===== config.mk =====
export PLATFORM = sky130hd
export DESIGN_NAME = instr_decoder
export DESIGN_NICKNAME = d
export VERILOG_FILES = /design/src/rtl/instr_decoder_pkg.sv /design/src/rtl/instr_decoder_ctrl.sv /design/src/rtl/instr_decoder_dp.sv /design/src/rtl/instr_decoder.sv
export SDC_FILE = /design/constraint.sdc
export NUM_CORES = 1
export LEC_CHECK = 0
export BUFFER_PORTS_ARGS = -buffer_cell sky130_fd_sc_hd__buf_2
export CAP_MARGIN = 5
export CORE_MARGIN = 4
export CORE_UTILIZATION = 35
export DETAILED_ROUTE_END_ITERATION = 8
export PLACE_DENSITY = 0.7
export SETUP_SLACK_MARGIN = 0.05
export SYNTH_ARGS = -nofsm -noshare
export SYNTH_HDL_FRONTEND = slang
export SYNTH_SLANG_ARGS = --single-unit

===== constraint.sdc =====
create_clock -name vclk -period 4.1
set_clock_uncertainty 0.1 [all_clocks]
set_input_delay 0.615 -clock vclk [all_inputs]
set_output_delay 0.615 -clock vclk [all_outputs]
set_load 0.01 [all_outputs]

===== src/rtl/instr_decoder_pkg.sv =====
package instr_decoder_pkg;
  localparam int WordW  = 32;
  localparam int IdxW   = 8;
  localparam int ImmW   = 24;
  localparam int HalfW  = 16;
  localparam int UpperW = WordW - HalfW;

  typedef enum logic [3:0] {
    ACT_NOP = 4'd0, ACT_JUMP = 4'd1, ACT_CALL = 4'd2, ACT_RET = 4'd3,
    ACT_MOVE = 4'd4, ACT_ALU = 4'd5, ACT_PUSH = 4'd6, ACT_POP = 4'd7,
    ACT_HALT = 4'd8
  } actKind_e;

  typedef enum logic [2:0] {
    CND_ALWAYS = 3'd0, CND_ZERO = 3'd1, CND_NZERO = 3'd2,
    CND_CARRY = 3'd3, CND_NCARRY = 3'd4
  } cond_e;

  typedef enum logic [3:0] {
    ALU_ADD = 4'd0, ALU_SUB = 4'd1, ALU_SHL = 4'd2, ALU_SHR = 4'd3,
    ALU_CMP = 4'd4, ALU_FDIV = 4'd5, ALU_FMUL = 4'd6, ALU_FADD = 4'd7,
    ALU_FSUB = 4'd8, ALU_FSIN = 4'd9, ALU_FCOS = 4'd10, ALU_DEC = 4'd11,
    ALU_INC = 4'd12
  } aluOp_e;

  typedef enum logic [2:0] {
    MD_NONE = 3'd0, MD_REG = 3'd1, MD_IND = 3'd2, MD_IMM = 3'd3,
    MD_LOW = 3'd4, MD_HIGH = 3'd5, MD_SP = 3'd6
  } mode_e;

  typedef enum logic [1:0] {
    DST_NONE = 2'd0, DST_OPA = 2'd1, DST_OPB = 2'd2, DST_HALFREG = 2'd3
  } dstSel_e;

  typedef enum logic [1:0] {
    IMM_NONE = 2'd0, IMM_WIDE = 2'd1, IMM_HALF = 2'd2
  } immSel_e;

  typedef struct packed {
    actKind_e act;
    cond_e    cond;
    aluOp_e   alu;
    mode_e    m1;
    mode_e    m2;
    mode_e    md;
    logic     useA;
    logic     useB;
    dstSel_e  dsel;
    immSel_e  isel;
    logic     bad;
  } decStrobe_t;
endpackage


===== src/rtl/instr_decoder_ctrl.sv =====
module instr_decoder_ctrl
  import instr_decoder_pkg::*;
(
  input  logic [UpperW-1:0] upperWord,
  output decStrobe_t        strb
);
  logic [2:0]  fmtSel;
  logic [4:0]  shortOp;
  logic [12:0] longOp;
  decStrobe_t  raw;

  assign fmtSel  = upperWord[UpperW-1 -: 3];
  assign shortOp = upperWord[UpperW-4 -: 5];
  assign longOp  = upperWord[UpperW-4:0];

  always_comb begin
    raw = '0;
    unique case (fmtSel)
      3'd0: begin
        unique case (shortOp)
          5'h00: raw.act = ACT_NOP;
          5'h10: raw.act = ACT_RET;
          5'h0F: begin
            raw.act  = ACT_MOVE;
            raw.m1   = MD_IMM;
            raw.md   = MD_SP;
            raw.isel = IMM_WIDE;
          end
          5'h01, 5'h02, 5'h03, 5'h04, 5'h05,
          5'h11, 5'h12, 5'h13, 5'h14, 5'h15: begin
            raw.act  = shortOp[4] ? ACT_CALL : ACT_JUMP;
            raw.cond = cond_e'(shortOp[2:0] - 3'd1);
            raw.m1   = MD_IMM;
            raw.isel = IMM_WIDE;
          end
          default: raw.bad = 1'b1;
        endcase
      end
      3'd1: begin
        unique case (longOp)
          13'h00, 13'h01, 13'h04, 13'h0A, 13'h0B, 13'h0C, 13'h0D: begin
            raw.act  = ACT_ALU;
            raw.m1   = MD_REG;
            raw.m2   = MD_REG;
            raw.md   = MD_REG;
            raw.useA = 1'b1;
            raw.useB = 1'b1;
            raw.dsel = DST_OPB;
            unique case (longOp)
              13'h00:  raw.alu = ALU_ADD;
              13'h01:  raw.alu = ALU_SUB;
              13'h04:  raw.alu = ALU_CMP;
              13'h0A:  raw.alu = ALU_FDIV;
              13'h0B:  raw.alu = ALU_FMUL;
              13'h0C:  raw.alu = ALU_FADD;
              default: raw.alu = ALU_FSUB;
            endcase
          end
          13'h02, 13'h03, 13'h0E, 13'h0F, 13'h10, 13'h11: begin
            raw.act  = ACT_ALU;
            raw.m1   = MD_REG;
            raw.md   = MD_REG;
            raw.useA = 1'b1;
            raw.dsel = DST_OPA;
            unique case (longOp)
              13'h02:  raw.alu = ALU_SHL;
              13'h03:  raw.alu = ALU_SHR;
              13'h0E:  raw.alu = ALU_FSIN;
              13'h0F:  raw.alu = ALU_FCOS;
              13'h10:  raw.alu = ALU_DEC;
              default: raw.alu = ALU_INC;
            endcase
          end
          13'h05: raw.act = ACT_HALT;
          13'h06: begin
            raw.act  = ACT_PUSH;
            raw.m1   = MD_REG;
            raw.useA = 1'b1;
          end
          13'h07: begin
            raw.act  = ACT_POP;
            raw.md   = MD_REG;
            raw.dsel = DST_OPA;
          end
          13'h12: begin
            raw.act  = ACT_MOVE;
            raw.m1   = MD_REG;
            raw.md   = MD_REG;
            raw.useA = 1'b1;
            raw.dsel = DST_OPB;
          end
          13'h08: begin
            raw.act  = ACT_MOVE;
            raw.m1   = MD_REG;
            raw.m2   = MD_IND;
            raw.md   = MD_REG;
            raw.useA = 1'b1;
            raw.useB = 1'b1;
            raw.dsel = DST_OPB;
          end
          13'h09: begin
            raw.act  = ACT_MOVE;
            raw.m1   = MD_REG;
            raw.m2   = MD_REG;
            raw.md   = MD_IND;
            raw.useA = 1'b1;
            raw.useB = 1'b1;
            raw.dsel = DST_OPB;
          end
          default: raw.bad = 1'b1;
        endcase
      end
      3'd2: begin
        if (shortOp == 5'h00 || shortOp == 5'h01) begin
          raw.act  = ACT_MOVE;
          raw.m1   = MD_IMM;
          raw.md   = shortOp[0] ? MD_HIGH : MD_LOW;
          raw.dsel = DST_HALFREG;
          raw.isel = IMM_HALF;
        end else begin
          raw.bad = 1'b1;
        end
      end
      default: raw.bad = 1'b1;
    endcase
  end

  always_comb begin
    strb = raw;
    if (raw.bad) begin
      strb     = '0;
      strb.bad = 1'b1;
    end
  end

  // a control transfer always carries its target as a wide immediate
  always_comb begin
    p_branch_target_r2: assert (!(strb.act == ACT_JUMP || strb.act == ACT_CALL)
                                || (strb.m1 == MD_IMM && strb.isel == IMM_WIDE));
  end
endmodule


===== src/rtl/instr_decoder_dp.sv =====
module instr_decoder_dp
  import instr_decoder_pkg::*;
(
  input  logic [ImmW-1:0] lowerWord,
  input  decStrobe_t      strb,
  output logic [IdxW-1:0] src1Idx,
  output logic [IdxW-1:0] src2Idx,
  output logic [IdxW-1:0] dstIdx,
  output logic [ImmW-1:0] immValue
);
  logic [IdxW-1:0] fieldA;
  logic [IdxW-1:0] fieldB;
  logic [IdxW-1:0] fieldHalfReg;

  assign fieldB       = lowerWord[IdxW-1:0];
  assign fieldA       = lowerWord[2*IdxW-1:IdxW];
  assign fieldHalfReg = lowerWord[ImmW-1:HalfW];

  assign src1Idx = strb.useA ? fieldA : '0;
  assign src2Idx = strb.useB ? fieldB : '0;

  always_comb begin
    unique case (strb.dsel)
      DST_OPA:     dstIdx = fieldA;
      DST_OPB:     dstIdx = fieldB;
      DST_HALFREG: dstIdx = fieldHalfReg;
      default:     dstIdx = '0;
    endcase
  end

  always_comb begin
    unique case (strb.isel)
      IMM_WIDE: immValue = lowerWord;
      IMM_HALF: immValue = {{(ImmW-HalfW){1'b0}}, lowerWord[HalfW-1:0]};
      default:  immValue = '0;
    endcase
  end
endmodule


===== src/rtl/instr_decoder.sv =====
module instr_decoder
  import instr_decoder_pkg::*;
(
  input  logic [31:0] instrWord,
  output logic [3:0]  actionKind,
  output logic [2:0]  branchCond,
  output logic [3:0]  aluOp,
  output logic [2:0]  src1Mode,
  output logic [2:0]  src2Mode,
  output logic [2:0]  dstMode,
  output logic [7:0]  src1Idx,
  output logic [7:0]  src2Idx,
  output logic [7:0]  dstIdx,
  output logic [23:0] immValue,
  output logic        illegal
);
  decStrobe_t strb;

  instr_decoder_ctrl u_ctrl (
    .upperWord (instrWord[WordW-1:HalfW]),
    .strb      (strb)
  );

  instr_decoder_dp u_dp (
    .lowerWord (instrWord[ImmW-1:0]),
    .strb      (strb),
    .src1Idx   (src1Idx),
    .src2Idx   (src2Idx),
    .dstIdx    (dstIdx),
    .immValue  (immValue)
  );

  assign actionKind = strb.act;
  assign branchCond = strb.cond;
  assign aluOp      = strb.alu;
  assign src1Mode   = strb.m1;
  assign src2Mode   = strb.m2;
  assign dstMode    = strb.md;
  assign illegal    = strb.bad;

  always_comb begin
    // reserved format codes never decode
    p_bad_format_r8: assert (instrWord[31:29] <= 3'd2 || illegal);
    // an illegal word leaves the datapath outputs quiet
    p_illegal_quiet_r9: assert (!illegal || (immValue == '0 && src1Idx == '0
                                && src2Idx == '0 && dstIdx == '0 && actionKind == 4'd0));
    // every ALU action reads its first source from a register
    p_alu_regsrc_r3: assert (actionKind != 4'd5 || src1Mode == 3'd1);
    // half-word writes carry only a 16-bit immediate
    p_half_imm_r7: assert (!(dstMode == 3'd4 || dstMode == 3'd5) || immValue[23:16] == 8'h00);
  end
endmodule


Word-level counts from Yosys, hierarchy flattened. Index checks and enable logic that the tools add are counted.

Latch bits: 0. Memories kept: 0. Output and inout port bits: 69. Bits of input ports: 32. ROM bits: 0. Flip-flop bits (word level): 0. Memory bits (writable): 0. Logic and storage cells: 95.

Reduce and logical (&&, ||, !) cells: 18. Divide/modulo/power cells: 0. Bitwise logic cells: 0. Shift operators: 0. Add/sub/neg operators: 1. Order comparisons: 0. Multiply operators: 0. Equal/unequal tests: 37. Multiplexer cells: 39.

Operator list (count): $eq A13 B4 Y1 const B (8); $eq A13 B3 Y1 const B (4); $pmux W24 S2 (1); $pmux W4 S5 (2); $eq A13 B5 Y1 const B (3); $eq A5 B5 Y1 const B (6); $mux W27 (1); $eq A13 B2 Y1 const B (2); $reduce_or A13 Y1 (2); $pmux W4 S3 (2); $pmux W4 S6 (1); $pmux W8 S3 (1); $pmux W2 S2 (5); $reduce_or A10 Y1 (2); $reduce_or A19 Y1 (1); $mux W3 (6); $pmux W3 S3 (2); $reduce_or A17 Y1 (1); $mux W8 (2); $reduce_or A16 Y1 (1); $reduce_or A7 Y1 (2); $eq A13 B1 Y1 const B (1); $logic_not A13 Y1 (1); $reduce_or A11 Y1 (1); 21 further kinds (37).

Longest topological paths before layout.
Word-level depth: 7. Depth in mapped cells: 12. Mapped depth without buffers: 11.

Modules after synthesis. A second synthesis with hierarchy kept.

Cells, all modules: 189. Area, all modules: 1300.0 um^2.

By module, submodules not included: instr_decoder_ctrl (times used 1, cells an instance 123, area an instance 810.8 um^2, seq. area each 0.0 um^2); instr_decoder_dp (times used 1, cells an instance 66, area an instance 489.2 um^2, seq. area each 0.0 um^2).

Worst setup path after synthesis. No wires, ideal clock.

Path kind: input to output. Start point: in instrWord[24]. End point: out immValue[13]. Path buffers: 1. Required time: 3.385 ns. Arrival time: 2.612 ns. Stages on the path: 10. Setup slack: 0.773 ns. Path through: ha_1 > or3_1 > a21oi_1 > nor2_1 > o21ai_1 > inv_1 > ha_1 > nor2_1 > clkbuf_1 > and2_1.

Longest elaborated chain between the ends: 7. Elaborated cells between the ends (all ways): 47. Those cells by class: eq/ne: 32; mux: 9; reduce/logical: 6.

RTL lines: start, declared (RTL line instr_decoder.sv:4) `input logic [31:0] instrWord,`; $eq A13 B3 Y1, or another cell as far along (RTL line instr_decoder_ctrl.sv:40) `unique case (longOp)`; $reduce_or A19 Y1 (no line), or another cell as far along; $mux W1, or another cell as far along (RTL line instr_decoder_ctrl.sv:40); $pmux W1 S3 / $pmux W2 S2 (equally long branches) (RTL line instr_decoder_ctrl.sv:18) `unique case (fmtSel)`; $mux W27 * (RTL line instr_decoder_ctrl.sv:130) `if (raw.bad) begin`; $eq A2 B2 Y1 / $eq A2 B1 Y1 (equally long branches) (RTL line instr_decoder_dp.sv:32) `unique case (strb.isel)`; $pmux W24 S2 * (RTL line instr_decoder_dp.sv:32); end, declared (RTL line instr_decoder.sv:14) `output logic [23:0] immValue,`.

Every way passes the cells marked *; elsewhere a longest branch is shown, timed or not.

Worst setup path after layout.
Start point: in instrWord[24]. End point: out immValue[16].

Same word-level chain as after synthesis.

==> metrics.txt <==
# TYPE chip_impl_metric gauge
chip_impl_info{name="crit_type",value="in -> out"} 1
chip_impl_metric{name="grt_antenna_before_repair",unit=""} 0
chip_impl_info{name="synth_top_cells_by_area",value="and2_1 11%, nand2_1 5.5%, and3_1 5.4%, ha_1 5.0%, nor3b_1 5.0%"} 1
chip_impl_metric{name="postCtsHoldBufs",unit=""} 0
chip_impl_metric{name="first_pass_detailed_route_iteration_total",unit=""} 4
chip_impl_metric{name="die-height",unit="microns"} 73.4
chip_impl_metric{name="maxSlewHeadroom",unit="%"} 64.1
chip_impl_metric{name="setup_viol_count_final",unit=""} 0
chip_impl_metric{name="gp_congestion",unit=""} 0.929
chip_impl_metric{name="max_stage_delay",unit="ns"} 0.42
chip_impl_info{name="rsz0062_at_grt",value="false"} 1
chip_impl_metric{name="via_count_of_the_first_global_routing_pass",unit=""} 1828
chip_impl_metric{name="period_minus_slack",unit="ns"} 3.75
chip_impl_metric{name="numSequentialCells",unit=""} 0
chip_impl_info{name="synth_area_leader_cell",value="and2_1"} 1
chip_impl_metric{name="vias",unit=""} 2011
chip_impl_metric{name="final-max-slew-violation-count",unit=""} 0
chip_impl_metric{name="die_width",unit="microns"} 73.4
chip_impl_metric{name="average_cell_area_after_synthesis",unit="sq um"} 6.51
chip_impl_metric{name="postCtsResizedCells",unit=""} 0
chip_impl_metric{name="antenna_cells",unit=""} 0
chip_impl_metric{name="io_buffer_count",unit=""} 99
chip_impl_metric{name="post_route_cells_drive_above_1_share",unit="%"} 37.1
chip_impl_metric{name="total_leakage_power",unit="nW"} 1.07
chip_impl_info{name="cp-start-kind",value="input pin"} 1
chip_impl_info{name="slowest_stage",value="nor2b_1"} 1
chip_impl_metric{name="areaGrowthSynthToFinish",unit="%"} 31.2
chip_impl_metric{name="grt_remaining_overflow",unit=""} 0
chip_impl_info{name="setup.worst_path.end_class",value="primary output"} 1
chip_impl_metric{name="design.core.area",unit="sq mm"} 0.00406
chip_impl_metric{name="worst-slew-pin-transition",unit="ns"} 0.539
chip_impl_metric{name="first_pass_grt_wire_length",unit="microns"} 8960
chip_impl_info{name="cp_cell_sequence",value="buf_2 > ha_1 > or3_1 > a21oi_1 > nor2_1 > o21ai_1 > inv_1 > ha_1 > nor2b_1 > and2_1 > buf_2"} 1
chip_impl_metric{name="post-dp-hpwl",unit="microns"} 4410
chip_impl_metric{name="critPathMaxFanout",unit=""} 8
chip_impl_metric{name="dieArea",unit="sq mm"} 0.00539
chip_impl_metric{name="worst_ep_required_time",unit="ns"} 3.38
chip_impl_metric{name="post_route_clock_period_utilization",unit="%"} 91.3
chip_impl_metric{name="core.rowCount",unit=""} 23
chip_impl_metric{name="vdd_drop_max",unit="uV"} 35.5
chip_impl_metric{name="post_synth_num_cell_types",unit=""} 62
chip_impl_metric{name="tns",unit="ns"} 0
chip_impl_metric{name="io_pins",unit=""} 101
chip_impl_metric{name="groute.usage.overall",unit="%"} 19.9
chip_impl_metric{name="postRouteWirelength",unit="microns"} 5430
chip_impl_info{name="worstHoldPathType",value="in -> out"} 1
chip_impl_metric{name="initial_core_util",unit="%"} 36.9
chip_impl_metric{name="wire_per_inst",unit="microns"} 15.0
chip_impl_metric{name="max_cap_viol_count",unit=""} 0
chip_impl_metric{name="finalHoldViolations",unit=""} 0
chip_impl_metric{name="timing.critical_path.arrival",unit="ns"} 3.03
chip_impl_metric{name="detailed_place.area",unit="sq mm"} 0.00196
chip_impl_metric{name="drc",unit=""} 0
chip_impl_metric{name="synthesis.instances",unit=""} 230
chip_impl_metric{name="post_route_utilization",unit="%"} 48.4
chip_impl_metric{name="hold_slack",unit="ns"} 1.42
chip_impl_metric{name="route.antenna.remaining_nets",unit=""} 0
chip_impl_info{name="status",value="complete, no violations"} 1
chip_impl_metric{name="cts_post_setup_buffers_inserted",unit=""} 0
chip_impl_metric{name="final_nets",unit=""} 353
chip_impl_metric{name="detail_route.iter0.violations",unit=""} 244
chip_impl_metric{name="max_clock_freq",unit="MHz"} 267
chip_impl_metric{name="yosysSeqAreaShare",unit="%"} 0
chip_impl_metric{name="power_per_cell_area",unit="mW/mm^2"} 52.8
chip_impl_metric{name="final_design_area_no_fill",unit="sq mm"} 0.00196
chip_impl_metric{name="clkbuf_count",unit=""} 0
chip_impl_metric{name="drt-vias-per-instance",unit=""} 5.54
chip_impl_metric{name="grt_max_degree",unit=""} 29
chip_impl_metric{name="yosys.area.top_type_share",unit="%"} 10.9
chip_impl_metric{name="yosys_warnings",unit=""} 0
chip_impl_metric{name="post_synth_instance_area",unit="sq mm"} 0.00150
chip_impl_metric{name="final-seq-area",unit="sq um"} 0
==> final timing paths <==
check,from,end,slack [ns],cells after the start
min,instrWord[24],branchCond[0],1.42,3
max,instrWord[24],immValue[16],0.35,11
==> cell type report <==
| cell class | instances | area (sq um) |
|---|---|---|
| fill | 442 | 2090 |
| multi-input combinational | 206 | 1370 |
| timing repair buffer | 101 | 510 |
| tap | 50 | 62.6 |
| inverter | 6 | 22.5 |
==> through the flow <==
stage                     worst slack (ns)  total power [W]  instances
after detailed placement             0.423         0.000102        363
final                                0.355         0.000104        363
after global placement               0.516         0.000101        363
after CTS                            0.403         0.000102        363
after global routing                 0.221         0.000116        363
after floorplan                      0.773        0.0000658        231
==> report_power, final <==
part | internal (W) | switching (W)
sequential | 0 | 0
clock | 0 | 0
combinational | 0.0000374 | 0.0000663
total | 0.0000374 | 0.0000663
==> per-layer routing <==
layer	vias up	part of all wire, %	GRT usage, %	wire, microns
li1	1010	-	-	-
met1	928	43	28.5	2340
met2	73	49	34.7	2670
met3	0	7.8	0.821	424
met4	0	0	0.604	0
met5	-	0	0	0
==> cells in the final DEF, fill, tap and decap left out, types with 6 or more instances in the layout <==
master | synthesis | layout
o21ai_0 | 7 | 7
nor3_1 | 8 | 8
nand2_1 | 22 | 22
a32oi_1 | 6 | 6
buf_2 | 7 | 99
nor3b_1 | 10 | 10
ha_1 | 6 | 6
nor2_1 | 19 | 19
a21oi_1 | 14 | 14
nand2b_1 | 6 | 6
and2_1 | 26 | 26
nor2b_1 | 7 | 7
and3_1 | 13 | 13
==> critical path, delay by kind of cell <==
family	cells	cell delay, ns
buffers and inverters	3	0.33
and+or+nand+nor	4	1.07
AOI/OAI and AO/OA	2	0.48
adders and majority gates	2	0.52
==> synth_stat cells, types with 2 or more instances <==
library cell,count
nor2_1,19
o21ai_0,7
nand2b_1,6
buf_2,7
a221o_1,2
nor2_4,2
a21oi_1,14
a21oi_2,3
o32ai_1,2
nand4_1,2
o21ai_1,2
buf_4,4
a22oi_1,3
o22ai_1,4
nor3_1,8
nor3b_1,10
clkbuf_1,6
nand2_1,22
nor2b_1,7
or3_1,5
ha_1,6
a32oi_1,6
inv_1,5
and2_1,26
buf_6,2
and3_1,13
o31ai_1,2
==> kinds of logic (layout without fill, tap and decap cells) <==
family          Yosys count  after routing  synth area share (%)
other cells               1              2                 0.250
mux                       2              2                  1.42
buf+inv                  25            107                  8.85
simple gates            137            137                  55.5
fa+ha+maj                 6              6                  5.01
compound gates           59             59                  29.0
(Power assumes the default switching activity.)
